[config.mk]
export PLATFORM = sky130hd
export DESIGN_NAME = psram_burst_core
export DESIGN_NICKNAME = d
export VERILOG_FILES = /design/src/rtl/psram_pkg.sv /design/src/rtl/psram_cycle_decode.sv /design/src/rtl/psram_burst_seq.sv /design/src/rtl/psram_lane_array.sv /design/src/rtl/psram_burst_core.sv
export SDC_FILE = /design/constraint.sdc
export NUM_CORES = 1
export LEC_CHECK = 0
export ABC_AREA = 1
export CORE_ASPECT_RATIO = 0.5
export CORE_UTILIZATION = 45
export DETAILED_ROUTE_END_ITERATION = 6
export DONT_BUFFER_PORTS = 1
export PLACE_DENSITY = 0.65
export SLEW_MARGIN = 20
export SYNTH_ARGS = -nofsm -noshare
export SYNTH_HDL_FRONTEND = slang
export SYNTH_SLANG_ARGS = --single-unit
[constraint.sdc]
create_clock -name clk -period 5.75 [get_ports clk]
set_clock_uncertainty 0.15 [all_clocks]
set_input_delay 0.2875 -clock clk [delete_from_list [all_inputs] [get_ports clk]]
set_output_delay 0.2875 -clock clk [all_outputs]
set_load 0.01 [all_outputs]
[src/rtl/psram_pkg.sv]
// Shared constants, cycle classification and burst address arithmetic
// for the pipelined burst SRAM control core.
package psram_pkg;

    localparam int BURST_W = 2;

    typedef enum logic [2:0] {
        CYC_IDLE,
        CYC_DESEL,
        CYC_START_RD,
        CYC_START_WR,
        CYC_CONT_RD,
        CYC_CONT_WR
    } cyc_kind_t;

    // Low address bits for a beat: linear adds, interleaved XORs.
    function automatic logic [BURST_W-1:0] burst_offset(
        input logic [BURST_W-1:0] base,
        input logic [BURST_W-1:0] beat,
        input logic               linear
    );
        return linear ? (base + beat) : (base ^ beat);
    endfunction

endpackage

[src/rtl/psram_cycle_decode.sv]
// Classifies each clock edge from the strobes, selects and write controls.
// Produces the cycle kind and the per-lane write enables.
// Assumes: wake_i is high on the first awake edge after sleep; engaged_i
// says a selected start has happened since the last deselect.
module psram_cycle_decode
    import psram_pkg::*;
#(
    parameter int LANES = 4
) (
    input  logic             wake_i,
    input  logic             engaged_i,
    input  logic             ce_n_i,
    input  logic             sel_hi_i,
    input  logic             sel_lo_n_i,
    input  logic             cpu_strobe_n_i,
    input  logic             ctl_strobe_n_i,
    input  logic             all_wr_n_i,
    input  logic             lane_wr_en_n_i,
    input  logic [LANES-1:0] lane_sel_n_i,
    output cyc_kind_t        kind_o,
    output logic [LANES-1:0] lane_we_o
);

    logic             cpu_go;
    logic             ctl_go;
    logic             selected;
    logic [LANES-1:0] lane_mask;
    logic             wr_req;

    // Strobe qualification, chip selection and requested lane mask.
    always_comb begin
        cpu_go    = ~cpu_strobe_n_i & ~ce_n_i;
        ctl_go    = ~ctl_strobe_n_i;
        selected  = ~ce_n_i & sel_hi_i & ~sel_lo_n_i;
        if (!all_wr_n_i)
            lane_mask = '1;
        else if (!lane_wr_en_n_i)
            lane_mask = ~lane_sel_n_i;
        else
            lane_mask = '0;
        wr_req = |lane_mask;
    end

    // Cycle kind: wake, then starts, then continuation of an engaged access.
    always_comb begin
        if (wake_i)
            kind_o = CYC_DESEL;
        else if (cpu_go || ctl_go) begin
            if (!selected)
                kind_o = CYC_DESEL;
            else if (cpu_go || !wr_req)
                kind_o = CYC_START_RD;
            else
                kind_o = CYC_START_WR;
        end else if (engaged_i)
            kind_o = wr_req ? CYC_CONT_WR : CYC_CONT_RD;
        else
            kind_o = CYC_IDLE;
    end

    // Lane enables only on write kinds.
    always_comb begin
        if (kind_o == CYC_START_WR || kind_o == CYC_CONT_WR)
            lane_we_o = lane_mask;
        else
            lane_we_o = '0;
    end

    // Guard the write gating rules.
    always_comb begin
        AST_CPU_NO_WRITE: assert (!(cpu_go && !wake_i && (lane_we_o != '0))) else $error("processor start wrote");
        AST_GLOBAL_FULL: assert (!((kind_o == CYC_START_WR || kind_o == CYC_CONT_WR) && !all_wr_n_i && (lane_we_o != '1))) else $error("global write partial");
    end

endmodule

[src/rtl/psram_burst_seq.sv]
// Burst address sequencer. It holds the started address and a beat
// counter, and gives the address of the current edge's access.
// Assumes: linear_i is static while a burst is engaged; step_i is only
// raised on continuation edges.
module psram_burst_seq
    import psram_pkg::*;
#(
    parameter int ADDR_W = 4
) (
    input  logic              clk,
    input  logic              rst_n,
    input  logic              en_i,
    input  logic              load_i,
    input  logic              step_i,
    input  logic              linear_i,
    input  logic [ADDR_W-1:0] addr_i,
    output logic [ADDR_W-1:0] acc_addr_o
);

    localparam int HI_W = ADDR_W - BURST_W;

    logic [HI_W-1:0]    hi_q;
    logic [BURST_W-1:0] base_q;
    logic [BURST_W-1:0] cnt_q;
    logic [BURST_W-1:0] beat_nxt;

    // Address of this edge's access: new address on load, sequenced otherwise.
    always_comb begin
        beat_nxt = step_i ? (cnt_q + 1'b1) : cnt_q;
        if (load_i)
            acc_addr_o = addr_i;
        else
            acc_addr_o = {hi_q, burst_offset(base_q, beat_nxt, linear_i)};
    end

    // Start address capture and beat counting.
    always_ff @(posedge clk) begin
        if (!rst_n) begin
            hi_q   <= '0;
            base_q <= '0;
            cnt_q  <= '0;
        end else if (en_i) begin
            if (load_i) begin
                {hi_q, base_q} <= addr_i;
                cnt_q          <= '0;
            end else if (step_i) begin
                cnt_q <= beat_nxt;
            end
        end
    end

    AST_BEAT_HOLD: assert property (@(posedge clk) disable iff (!rst_n)
        (en_i && !load_i && !step_i) |=> $stable(cnt_q)) else $error("beat moved without advance");
    AST_LOAD_CLEARS: assert property (@(posedge clk) disable iff (!rst_n)
        (en_i && load_i) |=> (cnt_q == '0)) else $error("start left beat nonzero");

endmodule

[src/rtl/psram_lane_array.sv]
// Byte-lane storage with one write port and one registered read port.
// Assumes: en_i low freezes both the writes and the read register. A read
// and a write on the same edge see the array contents from before that edge.
module psram_lane_array #(
    parameter int ADDR_W = 4,
    parameter int LANES  = 4,
    parameter int LANE_W = 8
) (
    input  logic                    clk,
    input  logic                    en_i,
    input  logic [LANES-1:0]        lane_we_i,
    input  logic [ADDR_W-1:0]       wr_addr_i,
    input  logic [LANES*LANE_W-1:0] wdata_i,
    input  logic [ADDR_W-1:0]       rd_addr_i,
    output logic [LANES*LANE_W-1:0] rdata_o
);

    localparam int DEPTH = 1 << ADDR_W;

    for (genvar g = 0; g < LANES; g++) begin : g_lane
        logic [LANE_W-1:0] cells [DEPTH];
        logic [LANE_W-1:0] rd_q;

        // Lane write and pipelined lane read.
        always_ff @(posedge clk) begin
            if (en_i) begin
                if (lane_we_i[g])
                    cells[wr_addr_i] <= wdata_i[g*LANE_W +: LANE_W];
                rd_q <= cells[rd_addr_i];
            end
        end

        assign rdata_o[g*LANE_W +: LANE_W] = rd_q;
    end

endmodule

[src/rtl/psram_burst_core.sv]
// Pipelined burst SRAM control core, the top level. It decodes each edge,
// sequences burst addresses, and writes byte lanes at once. Reads pass
// through an address stage and an array stage. The output is qualified
// asynchronously by the output enable and by sleep.
// Assumes: linear_i is static during operation; ADDR_W > 2.
module psram_burst_core
    import psram_pkg::*;
#(
    parameter int ADDR_W = 4,
    parameter int LANES  = 4,
    parameter int LANE_W = 8
) (
    input  logic                    clk,
    input  logic                    rst_n,
    input  logic                    sleep_i,
    input  logic                    linear_i,
    input  logic                    ce_n_i,
    input  logic                    sel_hi_i,
    input  logic                    sel_lo_n_i,
    input  logic                    cpu_strobe_n_i,
    input  logic                    ctl_strobe_n_i,
    input  logic                    adv_n_i,
    input  logic                    all_wr_n_i,
    input  logic                    lane_wr_en_n_i,
    input  logic [LANES-1:0]        lane_sel_n_i,
    input  logic                    oe_n_i,
    input  logic [ADDR_W-1:0]       addr_i,
    input  logic [LANES*LANE_W-1:0] wdata_i,
    output logic [LANES*LANE_W-1:0] rdata_o,
    output logic                    rvalid_o
);

    localparam int WORD_W = LANES * LANE_W;

    cyc_kind_t          kind;
    logic [LANES-1:0]   lane_we;
    logic               en;
    logic               wake;
    logic               load;
    logic               step;
    logic               engaged_q;
    logic               sleep_q;
    logic [ADDR_W-1:0]  acc_addr;
    logic [ADDR_W-1:0]  acc_addr_q;
    logic               acc_rd_q;
    logic               rvalid_q;
    logic [WORD_W-1:0]  rdata_q;

    // Edge qualifiers derived from sleep and the decoded kind.
    always_comb begin
        en   = ~sleep_i;
        wake = sleep_q & ~sleep_i;
        load = (kind == CYC_START_RD) || (kind == CYC_START_WR);
        step = ((kind == CYC_CONT_RD) || (kind == CYC_CONT_WR)) & ~adv_n_i;
    end

    psram_cycle_decode #(.LANES(LANES)) u_decode (
        .wake_i         (wake),
        .engaged_i      (engaged_q),
        .ce_n_i         (ce_n_i),
        .sel_hi_i       (sel_hi_i),
        .sel_lo_n_i     (sel_lo_n_i),
        .cpu_strobe_n_i (cpu_strobe_n_i),
        .ctl_strobe_n_i (ctl_strobe_n_i),
        .all_wr_n_i     (all_wr_n_i),
        .lane_wr_en_n_i (lane_wr_en_n_i),
        .lane_sel_n_i   (lane_sel_n_i),
        .kind_o         (kind),
        .lane_we_o      (lane_we)
    );

    psram_burst_seq #(.ADDR_W(ADDR_W)) u_seq (
        .clk        (clk),
        .rst_n      (rst_n),
        .en_i       (en),
        .load_i     (load),
        .step_i     (step),
        .linear_i   (linear_i),
        .addr_i     (addr_i),
        .acc_addr_o (acc_addr)
    );

    psram_lane_array #(.ADDR_W(ADDR_W), .LANES(LANES), .LANE_W(LANE_W)) u_array (
        .clk       (clk),
        .en_i      (en),
        .lane_we_i (lane_we),
        .wr_addr_i (acc_addr),
        .wdata_i   (wdata_i),
        .rd_addr_i (acc_addr_q),
        .rdata_o   (rdata_q)
    );

    // Track sleep for wake detection; not frozen by sleep itself.
    always_ff @(posedge clk) begin
        if (!rst_n)
            sleep_q <= 1'b0;
        else
            sleep_q <= sleep_i;
    end

    // Engagement: set by a selected start, cleared by a deselect.
    always_ff @(posedge clk) begin
        if (!rst_n)
            engaged_q <= 1'b0;
        else if (en) begin
            if (load)
                engaged_q <= 1'b1;
            else if (kind == CYC_DESEL)
                engaged_q <= 1'b0;
        end
    end

    // Read pipeline: access address stage, then the valid flag beside array data.
    always_ff @(posedge clk) begin
        if (!rst_n) begin
            acc_addr_q <= '0;
            acc_rd_q   <= 1'b0;
            rvalid_q   <= 1'b0;
        end else if (en) begin
            acc_addr_q <= acc_addr;
            acc_rd_q   <= (kind == CYC_START_RD) || (kind == CYC_CONT_RD);
            rvalid_q   <= acc_rd_q;
        end
    end

    // Asynchronous output qualification.
    assign rvalid_o = rvalid_q & ~oe_n_i & ~sleep_i;
    assign rdata_o  = rvalid_o ? rdata_q : '0;

    AST_DESEL_SILENCES: assert property (@(posedge clk) disable iff (!rst_n)
        (en && kind == CYC_DESEL) |=> !acc_rd_q) else $error("deselect left a read queued");
    AST_IDLE_NO_ACCESS: assert property (@(posedge clk) disable iff (!rst_n)
        (!engaged_q && !load) |-> (lane_we == '0)) else $error("write while not engaged");
    AST_WRITE_STOPS_READ: assert property (@(posedge clk) disable iff (!rst_n)
        (en && lane_we != '0) |=> !acc_rd_q) else $error("write queued a read");
    AST_SLEEP_HOLDS: assert property (@(posedge clk) disable iff (!rst_n)
        sleep_i |=> ($stable(rvalid_q) && $stable(acc_rd_q) && $stable(engaged_q))) else $error("state moved in sleep");
    AST_WAKE_IS_DESEL: assert property (@(posedge clk) disable iff (!rst_n)
        (sleep_q && !sleep_i) |-> (kind == CYC_DESEL)) else $error("wake edge not a deselect");

endmodule

# Yosys cells after proc, flatten, opt, wreduce, memory -nomap -nowiden
# Memories as Yosys holds them, arrays and structs flattened. A register that Yosys moved wholly into a read port is not among the register bits.
# Index checks and enable logic that the tools add are counted.
[op_classes]
n_addsub = 2
n_eq_ne = 5
n_mux = 29
n_bitwise = 16
n_reduce_logical = 17
[ops]
columns = ["op", "count"]
rows = [
  ["32-bit two-way mux", 1],
  ["1-bit two-way mux", 16],
  ["4-bit two-way mux", 4],
  ["3-bit two-way mux", 4],
  ["2-bit two-way mux", 4],
  ["1-bit bitwise AND", 7],
  ["1-bit NOT", 7],
  ["3-bit by 2-bit == test with 1-bit output (second input constant)", 2],
  ["3-bit == test (second input constant)", 2],
  ["1-bit logical OR", 6],
  ["2-bit AND reduction", 3],
  ["1-bit zero test", 5],
  ["4-bit NOT", 1],
  ["2-bit nonzero test", 2],
  ["4-bit OR reduction", 1],
  ["3-bit by 1-bit == test with 1-bit output (second input constant)", 1],
  ["2-bit by 1-bit adder with 2-bit output (second input constant)", 1],
  ["2-bit adder", 1],
  ["2-bit XOR", 1],
]
[totals]
ff_bits = 14
mem_bits_rw = 512
word_cells = 81
memories = 4
[memory_table]
columns = ["memory", "depth", "width", "rd", "rd_clocked_by_memory_dff", "write_ports", "line_no", "text"]
rows = [
  ["u_array.g_lane[0].cells", 16, 8, 1, 1, 1, "psram_lane_array.sv:21", "logic [LANE_W-1:0] cells [DEPTH];"],
  ["u_array.g_lane[1].cells", 16, 8, 1, 1, 1, "psram_lane_array.sv:21", ""],
  ["u_array.g_lane[2].cells", 16, 8, 1, 1, 1, "psram_lane_array.sv:21", ""],
  ["u_array.g_lane[3].cells", 16, 8, 1, 1, 1, "psram_lane_array.sv:21", ""],
]

# Depth between registers and ports, before layout
# Gate-level depths: netlist of run 1.
[depth]
ltp_word = 17
ltp_mapped = 13

# By module
# A second synthesis of run 1 with hierarchy kept.
[hier_totals]
cells_unflattened = 2403
hier_area_um2 = 24496.0
[modules_own_cells]
columns = ["mod", "instances", "cells_each", "area_per_inst_um2", "seq_area_each_um2"]
rows = [
  ["psram_lane_array", 1, 2195, 23343.6, 16335.7],
  ["psram_burst_core", 1, 117, 651.9, 160.2],
  ["psram_burst_seq", 1, 57, 349.1, 120.1],
  ["psram_cycle_decode", 1, 34, 151.4, 0.0],
]

# Worst setup path after synthesis of run 1
# No wires, ideal clock.
[synth_timing]
path_type = "input port to flip-flop"
start = "input port sleep_i"
end = "memory u_array.g_lane[0].cells[9][0], enable pin"
setup_time_ns = 0.370
arrival_time_ns = 2.420
t_required_ns = 5.230
path_slack_ns = 2.810
cell_stages = 12
path_buffers = 0
path_cell_list = "inv_2 > a21oi_1 > nand3_1 > xor2_1 > inv_1 > ha_1 > inv_1 > nand2_1 > o21ai_4 > inv_1 > nand4_1 > nor2_1"
[synth_between]
elab_chain_cells = 10
elab_cells_between_ends = 20
[synth_rtl]
columns = ["item", "line_no", "text"]
rows = [
  ["start, declared", "psram_burst_core.sv:15", "input logic sleep_i,"],
  ["1-bit NOT (no line)", "-", ""],
  ["1-bit bitwise AND", "psram_burst_core.sv:52", "wake = sleep_q & ~sleep_i;"],
  ["3-bit two-way mux", "psram_cycle_decode.sv:46", "if (wake_i)"],
  ["3-bit == test, on equally long branches", "psram_burst_core.sv:54, psram_cycle_decode.sv:63", ""],
  ["1-bit logical OR", "psram_burst_core.sv:54", "step = ((kind == CYC_CONT_RD) || (kind == CYC_CONT_WR)) & ~adv_n_i;"],
  ["1-bit bitwise AND", "psram_burst_core.sv:54", ""],
  ["2-bit two-way mux", "psram_burst_seq.sv:29", "beat_nxt = step_i ? (cnt_q + 1'b1) : cnt_q;"],
  ["2-bit adder or 2-bit XOR (tied branches)", "psram_pkg.sv:22", "return linear ? (base + beat) : (base ^ beat);"],
  ["2-bit two-way mux", "psram_pkg.sv:22", ""],
  ["4-bit two-way mux", "psram_burst_seq.sv:30", "if (load_i)"],
  ["end, declared", "psram_lane_array.sv:21", ""],
]
# Several ways; a longest one is shown, not always the timed one.

# Worst setup path after layout of run 1
[layout_timing]
start = "register engaged_q"
end = "memory u_array.g_lane[0].cells[12][2], enable pin"
[layout_between]
elab_chain_cells = 10
elab_cells_between_ends = 20
[layout_rtl]
columns = ["item", "line_no", "text"]
rows = [
  ["start, declared", "psram_burst_core.sv:41", "logic engaged_q;"],
  ["start signal, assigned", "psram_burst_core.sv:104", "engaged_q <= 1'b0;"],
  ["start signal, assigned", "psram_burst_core.sv:107", "engaged_q <= 1'b1;"],
  ["start signal, assigned", "psram_burst_core.sv:109", "engaged_q <= 1'b0;"],
  ["3-bit two-way mux (*)", "psram_cycle_decode.sv:55", "end else if (engaged_i)"],
  ["3-bit two-way mux (*)", "psram_cycle_decode.sv:48", "else if (cpu_go || ctl_go) begin"],
  ["3-bit two-way mux (*)", "psram_cycle_decode.sv:46", ""],
  ["3-bit == test, on equally long branches", "psram_burst_core.sv:54, psram_cycle_decode.sv:63", ""],
  ["1-bit logical OR", "psram_burst_core.sv:54", ""],
  ["1-bit bitwise AND", "psram_burst_core.sv:54", ""],
  ["2-bit two-way mux", "psram_burst_seq.sv:29", ""],
  ["2-bit adder or 2-bit XOR (tied branches)", "psram_pkg.sv:22", ""],
  ["2-bit two-way mux", "psram_pkg.sv:22", ""],
  ["4-bit two-way mux", "psram_burst_seq.sv:30", ""],
]
# Every way passes the cells marked *; elsewhere a longest branch is shown, timed or not.

==> impl_table.tex, run 1 <==
\begin{tabular}{lr}
\hline
Metric & Value \\
\hline
\multicolumn{2}{l}{\textbf{Outcome}} \\
\quad Run status & complete, no violations \\
\multicolumn{2}{l}{\textbf{Detailed routing}} \\
\quad Number of iterations in the first detailed-routing pass & 5 \\
\quad Vias & 12,950 \\
\quad Via density per instance & 5.763 \\
\quad Number of violations reported at the end of detailed-routing iteration 0 & 1,282 \\
\quad Post-detailed-route count of antenna-violating nets & 0 \\
\quad DR WL/cell & 22.89 um \\
\quad Final WL & 51.44 mm \\
\quad DRC & 0 \\
\multicolumn{2}{l}{\textbf{GRT}} \\
\quad GRT Resource Usage Total & 20.36\% \\
\quad Largest net degree at the start of global routing & 170 \\
\quad Wire length of the first global-routing pass & 77.71 mm \\
\quad Number of global-route vias before repair & 12,760 \\
\quad Gr ovfl total & 0 \\
\quad Initial antenna violation count & 1 \\
\multicolumn{2}{l}{\textbf{Synthesis}} \\
\quad Number of unique standard cell types used by synthesis & 40 \\
\quad Library cell occupying the most area in the post-synthesis netlist & edfxtp\_1 \\
\quad Multiplexer share of the synthesized area & 4.798\% \\
\quad Mean Syn Cell Area & 14.37 um\^{}2 \\
\quad Yosys warning total & 0 \\
\quad Synthesized netlist net count & 1,607 \\
\quad Share of synthesized flip-flops with an asynchronous set or reset & 0\% \\
\quad Register area share after synthesis & 74.44\% \\
\quad Adder-cell share of the synthesized area & 0.05605\% \\
\quad Portion of synthesized cell area occupied by the leading cell type & 73.18\% \\
\quad Number of enable-type register cells in the synthesized netlist & 544 \\
\quad Simple-gate share of the synthesized area & 8.055\% \\
\quad Most used flip-flop cell after synthesis & edfxtp\_1 \\
\quad Number of cells produced by synthesis & 1,553 \\
\quad XOR/XNOR share of the synthesized area & 0.1177\% \\
\quad Total standard cell area after synthesis & 22,320 um\^{}2 \\
\quad Largest family of logic cells by synthesized area & compound AO/OA/AOI/OAI gates \\
\quad Top area cells in the synthesized netlist & edfxtp\_1 73\%, mux2i\_1 4.8\%, nor2\_1 4.6\% \\
\quad Post-synthesis compound-gate area fraction & 9.467\% \\
\quad Flops \& latches, synth & 558 \\
\multicolumn{2}{l}{\textbf{Final layout}} \\
\quad Final net count & 1,610 \\
\quad Layout cell share with drive strength beyond 1 & 7.827\% \\
\quad Finished Cell Area & 24,830 um\^{}2 \\
\quad Layout area overhead & 11.24\% \\
\multicolumn{2}{l}{\textbf{Clock network}} \\
\quad Worst skew pair latency & 0.58 ns \\
\quad Number of buffers added by the clock tree synthesis step & 50 \\
\quad H-Tree Depth & 2 \\
\quad Buffer levels on the longest clock path & 3 \\
\quad TritonCTS clock tree & yes \\
\quad Count of cells resized by post-cts repair & 0 \\
\quad Clock-pin slew reported for the worst setup and hold paths after clock tree synthesis & 0.07 ns \\
\quad Number of clock sinks seen by CTS & 558 \\
\quad Cell chosen for the clock root & clkbuf\_16 \\
\multicolumn{2}{l}{\textbf{Setup path}} \\
\quad Kind of launch point of the worst setup path & flip-flop \\
\quad Data required time of the worst path & 5.80 ns \\
\quad Data arrival at the endpoint of the critical path & 3.72 ns \\
\quad Crit Path Category & reg -> reg \\
\quad Maximum fanout along the worst path & 9 \\
\quad Crit. End Element & flip-flop \\
\multicolumn{2}{l}{\textbf{Floorplanning}} \\
\quad Number of I/O pins & 86 \\
\quad Floorplan core area & 48,710 um\^{}2 \\
\quad Y dimension of the die & 159.5 um \\
\quad Width of the die & 317.0 um \\
\quad Die ar. & 50,550 um\^{}2 \\
\quad Effective utilization at floorplan & 45.82\% \\
\quad Standard-cell rows & 57 \\
\multicolumn{2}{l}{\textbf{Timing}} \\
\quad Post-Route Setup TNS & 0 ns \\
\quad Pin slew with the least headroom to its limit & 1.137 ns \\
\quad Final period utilization & 63.72\% \\
\quad Final number of setup-violating endpoints & 0 \\
\quad Relative slew slack & 24.09\% \\
\quad Setup slack after layout & 2.086 ns \\
\quad RSZ-0062 raised after global routing & no \\
\quad Pins Over Slew Limit & 0 \\
\quad Highest clock frequency the design can meet & 0.2729 GHz \\
\quad Final worst hold slack & 0.02739 ns \\
\quad Total count of hold-check failures in the final report & 0 \\
\quad Post-route minimum period & 3.664 ns \\
\multicolumn{2}{l}{\textbf{Power and ir drop}} \\
\quad Peak ir drop on the vdd network & 205.5 uV \\
\quad Leakage power figure & 7.686 nW \\
\quad Pwr per Cell Area & 325.6 nW/um\^{}2 \\
\quad Power, Total & 8.085 mW \\
\multicolumn{2}{l}{\textbf{Placed design}} \\
\quad Worst slack, placed & 1.749 ns \\
\quad RePlAce Congestion & 0.8063 \\
\quad Dpl cell area & 22,790 um\^{}2 \\
\quad Count of input and output buffers & 0 \\
\quad Dpl hpwl & 30.19 mm \\
\multicolumn{2}{l}{\textbf{Run}} \\
\quad Max-cap violations & 0 \\
\multicolumn{2}{l}{\textbf{Hold path}} \\
\quad Worst Hold Class & in -> reg \\
\hline
\end{tabular}
per-stage QoR:
step,util [%],cells
after floorplan,-,1553
after global placement,46.79,2111
after detailed placement,46.79,2111
after CTS,50.97,2246
after global routing,50.98,2247
final,50.98,2247
final cells by class:
cell class	count	area (um^2)
Multi-Input combinational cell	833	5021
Inverter	61	231.5
Tap cell	649	812.0
Clock buffer	72	1478
Timing Repair Buffer	52	520.5
Clock inverter	21	137.6
Fill cell	3965	23880
Antenna cell	1	2.502
Sequential cell	558	16630
metal layers:
layer,part of all wire (%),routed length (um),track usage (%)
met1,45,23140,29.32
met2,47,24420,32.29
met3,5.8,2981,3.386
met4,1.7,899,5.048
met5,0,0,0
Yosys cell counts (4+ instances only):
cell	n
edfxtp_1	544
nor2_1	276
o21ai_0	138
mux2i_1	107
o221ai_1	106
clkbuf_1	65
inv_1	57
nand2_1	54
nand3_1	47
buf_2	25
o211ai_1	22
o32ai_1	20
dfxtp_1	14
nand4_1	11
a21oi_1	8
nand3_2	7
o22ai_1	6
buf_6	5
nand4_2	5
buf_1	4
o21ai_2	4
power by group:
group	internal (mW)	total, mW	leakage (nW)	switching (mW)
clock network	1.83	3.27	0.791	1.44
registers	4.49	4.50	5.03	0.0155
logic	0.0880	0.311	1.86	0.223
total	6.41	8.08	7.69	1.68
worst paths after layout:
check	from	end	slack, ns	cells past startpoint
max	engaged_q	u_array.g_lane[0].cells[12][2]	2.09	12
min	cpu_strobe_n_i	engaged_q	0.03	4
max reg2reg	engaged_q	u_array.g_lane[0].cells[12][2]	2.09	12
min reg2reg	u_seq.base_q[0]	u_seq.base_q[0]	0.32	2
state kept, by name (all words and copies together), names as in the netlist:
register	flops
u_seq.base_q	2
sleep_q	1
u_array.g_lane.cells	512
engaged_q	1
u_seq.hi_q	2
acc_rd_q	1
u_seq.cnt_q	2
rvalid_q	1
acc_addr_q	4
u_array.g_lane.rd_q	32
cell usage in the layout (no fill, tap or decap), types with 10 or more instances in the layout:
master	Yosys	final
o32ai_1	20	20
nand3_1	47	47
nor2_1	276	276
nand2_1	54	54
clkbuf_16	0	53
dfxtp_1	14	10
nand4_1	11	11
o211ai_1	22	22
clkbuf_1	65	11
inv_1	57	56
o221ai_1	106	106
edfxtp_1	544	544
dlygate4sd3_1	0	42
mux2i_1	107	107
o21ai_0	138	138
cell families after synthesis:
group | Yosys count
flops | 558
simple gates | 414
compound gates | 308
buf+inv | 162
mux | 107
xor+xnor | 3
fa+ha+maj | 1
critical path: stages, from the launching register on:
cell and delay (ns):
dfxtp_1 0.38, inv_1 0.05, a21oi_1 0.11, nand3_1 0.14, xor2_1 0.17, inv_1 0.06
ha_1 0.18, nand2_1 0.08, xor2_1 0.25, nand2_1 0.11, nand3_2 0.19, nand4_1 0.47
nor2_1 0.94
repair_timing:
item                                   4_1_cts  5_1_grt
endpoints found under the hold margin      526        0
buffers inserted                             0        0
hold buffers                                42        0
Note: power is estimated with default switching activity, not from simulation.
==> run 2: changes to the inputs <==
--- a/config.mk
+++ b/config.mk
@@ -5,7 +5,7 @@
 export SDC_FILE = /design/constraint.sdc
 export NUM_CORES = 1
 export LEC_CHECK = 0
-export ABC_AREA = 1
+export ABC_AREA = 0
 export CORE_ASPECT_RATIO = 0.5
 export CORE_UTILIZATION = 45
 export DETAILED_ROUTE_END_ITERATION = 6
==> constraint.sdc (replaced) <==
create_clock -name clk -period 3.5 [get_ports clk]
set_clock_uncertainty 0.15 [all_clocks]
set_input_delay 0.175 -clock clk [delete_from_list [all_inputs] [get_ports clk]]
set_output_delay 0.175 -clock clk [all_outputs]
set_load 0.01 [all_outputs]
==> run 2 against run 1 <==
Compared with the run above: the run now ends with design-rule violations left; routed wire length fell by 4.1%; via count fell by 18%; core utilization rose by 3.5 points; synthesized cell count fell by 37%; hold slack gained 0.091 ns; non-clock buffer count grew 98; sequential power increased by 65%; worst setup slack worse by 2.0 ns; combinational power grew 90%; largest power group unchanged.
==> impl_table.tex, run 2 <==
\begin{tabular}{lr}
\hline
Metric & Value \\
\hline
\multicolumn{2}{l}{\textbf{Power and ir drop}} \\
\quad Clock power frac & 40.2\% \\
\quad Combinational share of power & 4.4\% \\
\quad Sequential group share of total power & 55.3\% \\
\quad Peak ir drop on the vdd network & 458.5 uV \\
\quad Switching power total & 2.716 mW \\
\quad Fraction of power spent switching nets & 20.29\% \\
\quad Pwr per Cell Area & 516.2 nW/um\^{}2 \\
\quad Leakage power figure & 8.051 nW \\
\quad Cell internal power dissipation & 10.67 mW \\
\multicolumn{2}{l}{\textbf{Timing}} \\
\quad Pins Over Slew Limit & 0 \\
\quad Final period utilization & 97.78\% \\
\quad Final number of setup-violating endpoints & 0 \\
\quad Pin slew with the least headroom to its limit & 1.350 ns \\
\quad Total count of hold-check failures in the final report & 0 \\
\quad Post-route minimum period & 3.422 ns \\
\quad Highest clock frequency the design can meet & 0.2922 GHz \\
\quad Relative slew slack & 9.717\% \\
\quad RSZ-0062 raised after global routing & yes \\
\multicolumn{2}{l}{\textbf{Setup path}} \\
\quad Logic depth of the worst path, buffers included & 11 \\
\quad Maximum fanout along the worst path & 9 \\
\quad Crit Path Category & reg -> reg \\
\quad Crit-path most repeated cell & xnor2\_1 \\
\quad Stage delay of the slowest cell on the critical path & 0.83 ns \\
\quad Buffer and inverter count on the worst path & 1 \\
\quad Data required time of the worst path & 3.54 ns \\
\quad Ordered cell list for the critical path & nand2b\_1, nand4\_1, or2\_2, xnor2\_1, ha\_1, nand2\_1, xnor2\_1, xnor2\_1, o21bai\_4, buf\_12, nor4\_2 \\
\quad Flop-to-flop setup slack & 0.08 ns \\
\quad Reg-to-reg endpoint & u\_array.g\_lane[2].cells[2][5] \\
\quad Crit. End Element & flip-flop \\
\quad R2R cell count & 11 \\
\quad Cell with the largest stage delay on the worst path & nor4\_2 \\
\quad Data arrival at the endpoint of the critical path & 3.46 ns \\
\quad Worst R2R Start & sleep\_q \\
\quad Kind of launch point of the worst setup path & flip-flop \\
\quad Cell family with the largest share of critical-path delay & simple AND/OR/NAND/NOR gates \\
\multicolumn{2}{l}{\textbf{Clock network}} \\
\quad Number of clock sinks seen by CTS & 558 \\
\quad TritonCTS clock tree & yes \\
\quad Worst skew pair latency & 0.57 ns \\
\quad Buffer levels on the longest clock path & 3 \\
\quad Clock-pin slew reported for the worst setup and hold paths after clock tree synthesis & 0.07 ns \\
\quad H-Tree Depth & 2 \\
\quad Cell chosen for the clock root & clkbuf\_16 \\
\quad Number of buffers added by the clock tree synthesis step & 48 \\
\multicolumn{2}{l}{\textbf{Detailed routing}} \\
\quad Vias & 10,600 \\
\quad Via density per instance & 5.880 \\
\quad Final WL & 49.35 mm \\
\quad DRC & 2 \\
\quad DR WL/cell & 27.37 um \\
\quad Number of violations reported at the end of detailed-routing iteration 0 & 1,061 \\
\quad Number of iterations in the first detailed-routing pass & 7 \\
\quad Post-detailed-route count of antenna-violating nets & 0 \\
\multicolumn{2}{l}{\textbf{Final layout}} \\
\quad Most frequent cells in the layout & 544 x edfxtp\_1, 160 x mux4\_2, 74 x buf\_4 \\
\quad Layout area overhead & 17.61\% \\
\quad Finished Cell Area & 25,930 um\^{}2 \\
\quad Final Core Density & 54.51\% \\
\quad Most flops, register & u\_array.g\_lane.cells \\
\quad Leading cell type in the layout, fill and taps excluded & edfxtp\_1 \\
\quad Flip-flop count of the largest register, all copies and words added & 512 \\
\quad Layout cell share with drive strength beyond 1 & 35.02\% \\
\quad Final net count & 1,180 \\
\quad Total inserted antenna cells & 0 \\
\quad Largest registers ranked by flip-flop count & u\_array.g\_lane.cells: 512 flops, u\_array.g\_lane.rd\_q: 32 flops, acc\_addr\_q: 4 flops \\
\multicolumn{2}{l}{\textbf{GRT}} \\
\quad Largest net degree at the start of global routing & 44 \\
\quad Wire length of the first global-routing pass & 72.12 mm \\
\quad Met1 capacity usage during global routing & 27.39\% \\
\quad GRT Resource Usage Total & 19.98\% \\
\quad Number of global-route vias before repair & 10,790 \\
\quad Layer with the highest usage & met2 \\
\quad Met3 demand-to-capacity share in global routing & 3.699\% \\
\quad Initial antenna violation count & 1 \\
\quad Global routing met2 resource utilization & 33.27\% \\
\quad Gr ovfl total & 0 \\
\multicolumn{2}{l}{\textbf{Floorplanning}} \\
\quad Standard-cell rows & 56 \\
\quad Die ar. & 49,950 um\^{}2 \\
\quad Effective utilization at floorplan & 46.35\% \\
\quad Y dimension of the die & 158.5 um \\
\quad Width of the die & 315.1 um \\
\quad Number of I/O pins & 86 \\
\quad Floorplan core area & 47,580 um\^{}2 \\
\multicolumn{2}{l}{\textbf{Synthesis}} \\
\quad Library cell occupying the most area in the post-synthesis netlist & edfxtp\_1 \\
\quad Synthesized netlist net count & 1,040 \\
\quad Total standard cell area after synthesis & 22,050 um\^{}2 \\
\quad Most used flip-flop cell after synthesis & edfxtp\_1 \\
\quad Register area share after synthesis & 75.35\% \\
\quad Top area cells in the synthesized netlist & edfxtp\_1 74\%, mux4\_2 16\%, nor3\_2 2.0\% \\
\quad Most frequent cells after synthesis & 544 x edfxtp\_1, 160 x mux4\_2, 44 x nor3\_2 \\
\quad Number of unique standard cell types used by synthesis & 51 \\
\quad Mean Syn Cell Area & 22.37 um\^{}2 \\
\quad Number of enable-type register cells in the synthesized netlist & 544 \\
\quad Flops \& latches, synth & 558 \\
\quad Cell with the most instances after synthesis & edfxtp\_1 \\
\quad Yosys warning total & 0 \\
\quad Share of synthesized flip-flops with an asynchronous set or reset & 0\% \\
\quad Number of cells produced by synthesis & 986 \\
\quad Portion of synthesized cell area occupied by the leading cell type & 74.08\% \\
\multicolumn{2}{l}{\textbf{Hold path}} \\
\quad Number of cells traversed by the worst hold path & 2 \\
\quad Hold path startpoint & sleep\_i \\
\quad Endpoint of the worst hold-timing path & acc\_addr\_q[1] \\
\quad Worst Hold Class & in -> reg \\
\multicolumn{2}{l}{\textbf{Outcome}} \\
\quad Run status & finished, violations left \\
\quad Violations in the final reports & design-rule violations \\
\multicolumn{2}{l}{\textbf{Placed design}} \\
\quad Dpl cell area & 23,290 um\^{}2 \\
\quad Dpl hpwl & 30.64 mm \\
\quad Count of input and output buffers & 0 \\
\quad RePlAce Congestion & 0.8429 \\
\multicolumn{2}{l}{\textbf{Run}} \\
\quad Max-cap violations & 0 \\
\hline
\end{tabular}
==> run 2: cell types whose count changed after synthesis, moves of 43 or more <==
cell      change
o21ai_0     -129
nand3_1      -44
mux4_2      +160
inv_1        -54
mux2i_1     -104
o221ai_1    -106
nor3_2       +43
nor2_1      -263
==> run 2: metrics by stage <==
stage | total power, mW | instances | setup TNS (ns) | setup slack [ns] | hold slack [ns]
after floorplan | 7.846 | 986 | -1.839 | -0.03832 | 0.1239
after global placement | 7.980 | 1633 | 0 | 0.006206 | 0.1249
after detailed placement | 7.987 | 1633 | 0 | 0.03222 | 0.1245
after CTS | 13.44 | 1781 | 0 | 0.02136 | 0.09085
after global routing | 13.75 | 1803 | -2.581 | -0.1219 | 0.1044
final | 13.39 | 1803 | 0 | 0.07784 | 0.1183
==> run 2: kinds of logic after synthesis <==
| group | after synthesis | synth area share (%) |
|---|---|---|
| flip-flops | 558 | 75.35 |
| XOR/XNOR | 4 | 0.1589 |
| AND/OR/NAND/NOR | 159 | 5.072 |
| adder cells (fa/ha/maj) | 1 | 0.05673 |
| multiplexers | 163 | 16.48 |
| buffers and inverters | 64 | 1.373 |
| AO/OA/AOI/OAI | 37 | 1.515 |
==> run 2: timing repair <==
item / in CTS / in global routing
hold buffers: 59 / 0
endpoints found under the setup margin: 10 / 300
pin swaps: 0 / 15
gates resized for setup: 1 / 26
buffers inserted: 0 / 22
hold endpoints to repair: 534 / 0
==> run 2: area by class of cell <==
class	count	area, um^2
fillers	3465	21640
inverters	4	15.01
well taps	638	798.3
multi-input cells	364	5429
flip-flops and latches	558	16630
clock buffers	60	1277
repair buffers	150	1478
clock inverters	29	309.0
==> run 2: how the worst max path moves through the flow <==
stage	slack, ns	from	to
global route	-0.12	sleep_q	u_array.g_lane[3].cells[7][2]
global placement	0.006	sleep_q	u_array.g_lane[1].cells[0][3]
detailed placement	0.03	sleep_q	u_array.g_lane[0].cells[0][3]
floorplan	-0.04	sleep_i	u_array.g_lane[0].cells[15][0]
CTS	0.02	sleep_q	u_array.g_lane[1].cells[2][1]
finish	0.08	sleep_q	u_array.g_lane[2].cells[2][5]
==> run 2: power groups by stage <==
stage	clock (mW)	sequential, mW	combinational [mW]
5_1_grt	5.71	7.41	0.623
4_1_cts	5.46	7.41	0.571
6_report	5.39	7.41	0.590
2_1_floorplan	0	7.52	0.324
3_3_place_gp	0	7.56	0.423
3_5_place_dp	0	7.56	0.429
==> run 2: layer usage <==
metal / vias up / share of wire [%]
li1: 4465 / -
met1: 5713 / 42
met2: 357 / 50
met3: 64 / 5.8
met4: 2 / 2.0
met5: - / 0.026
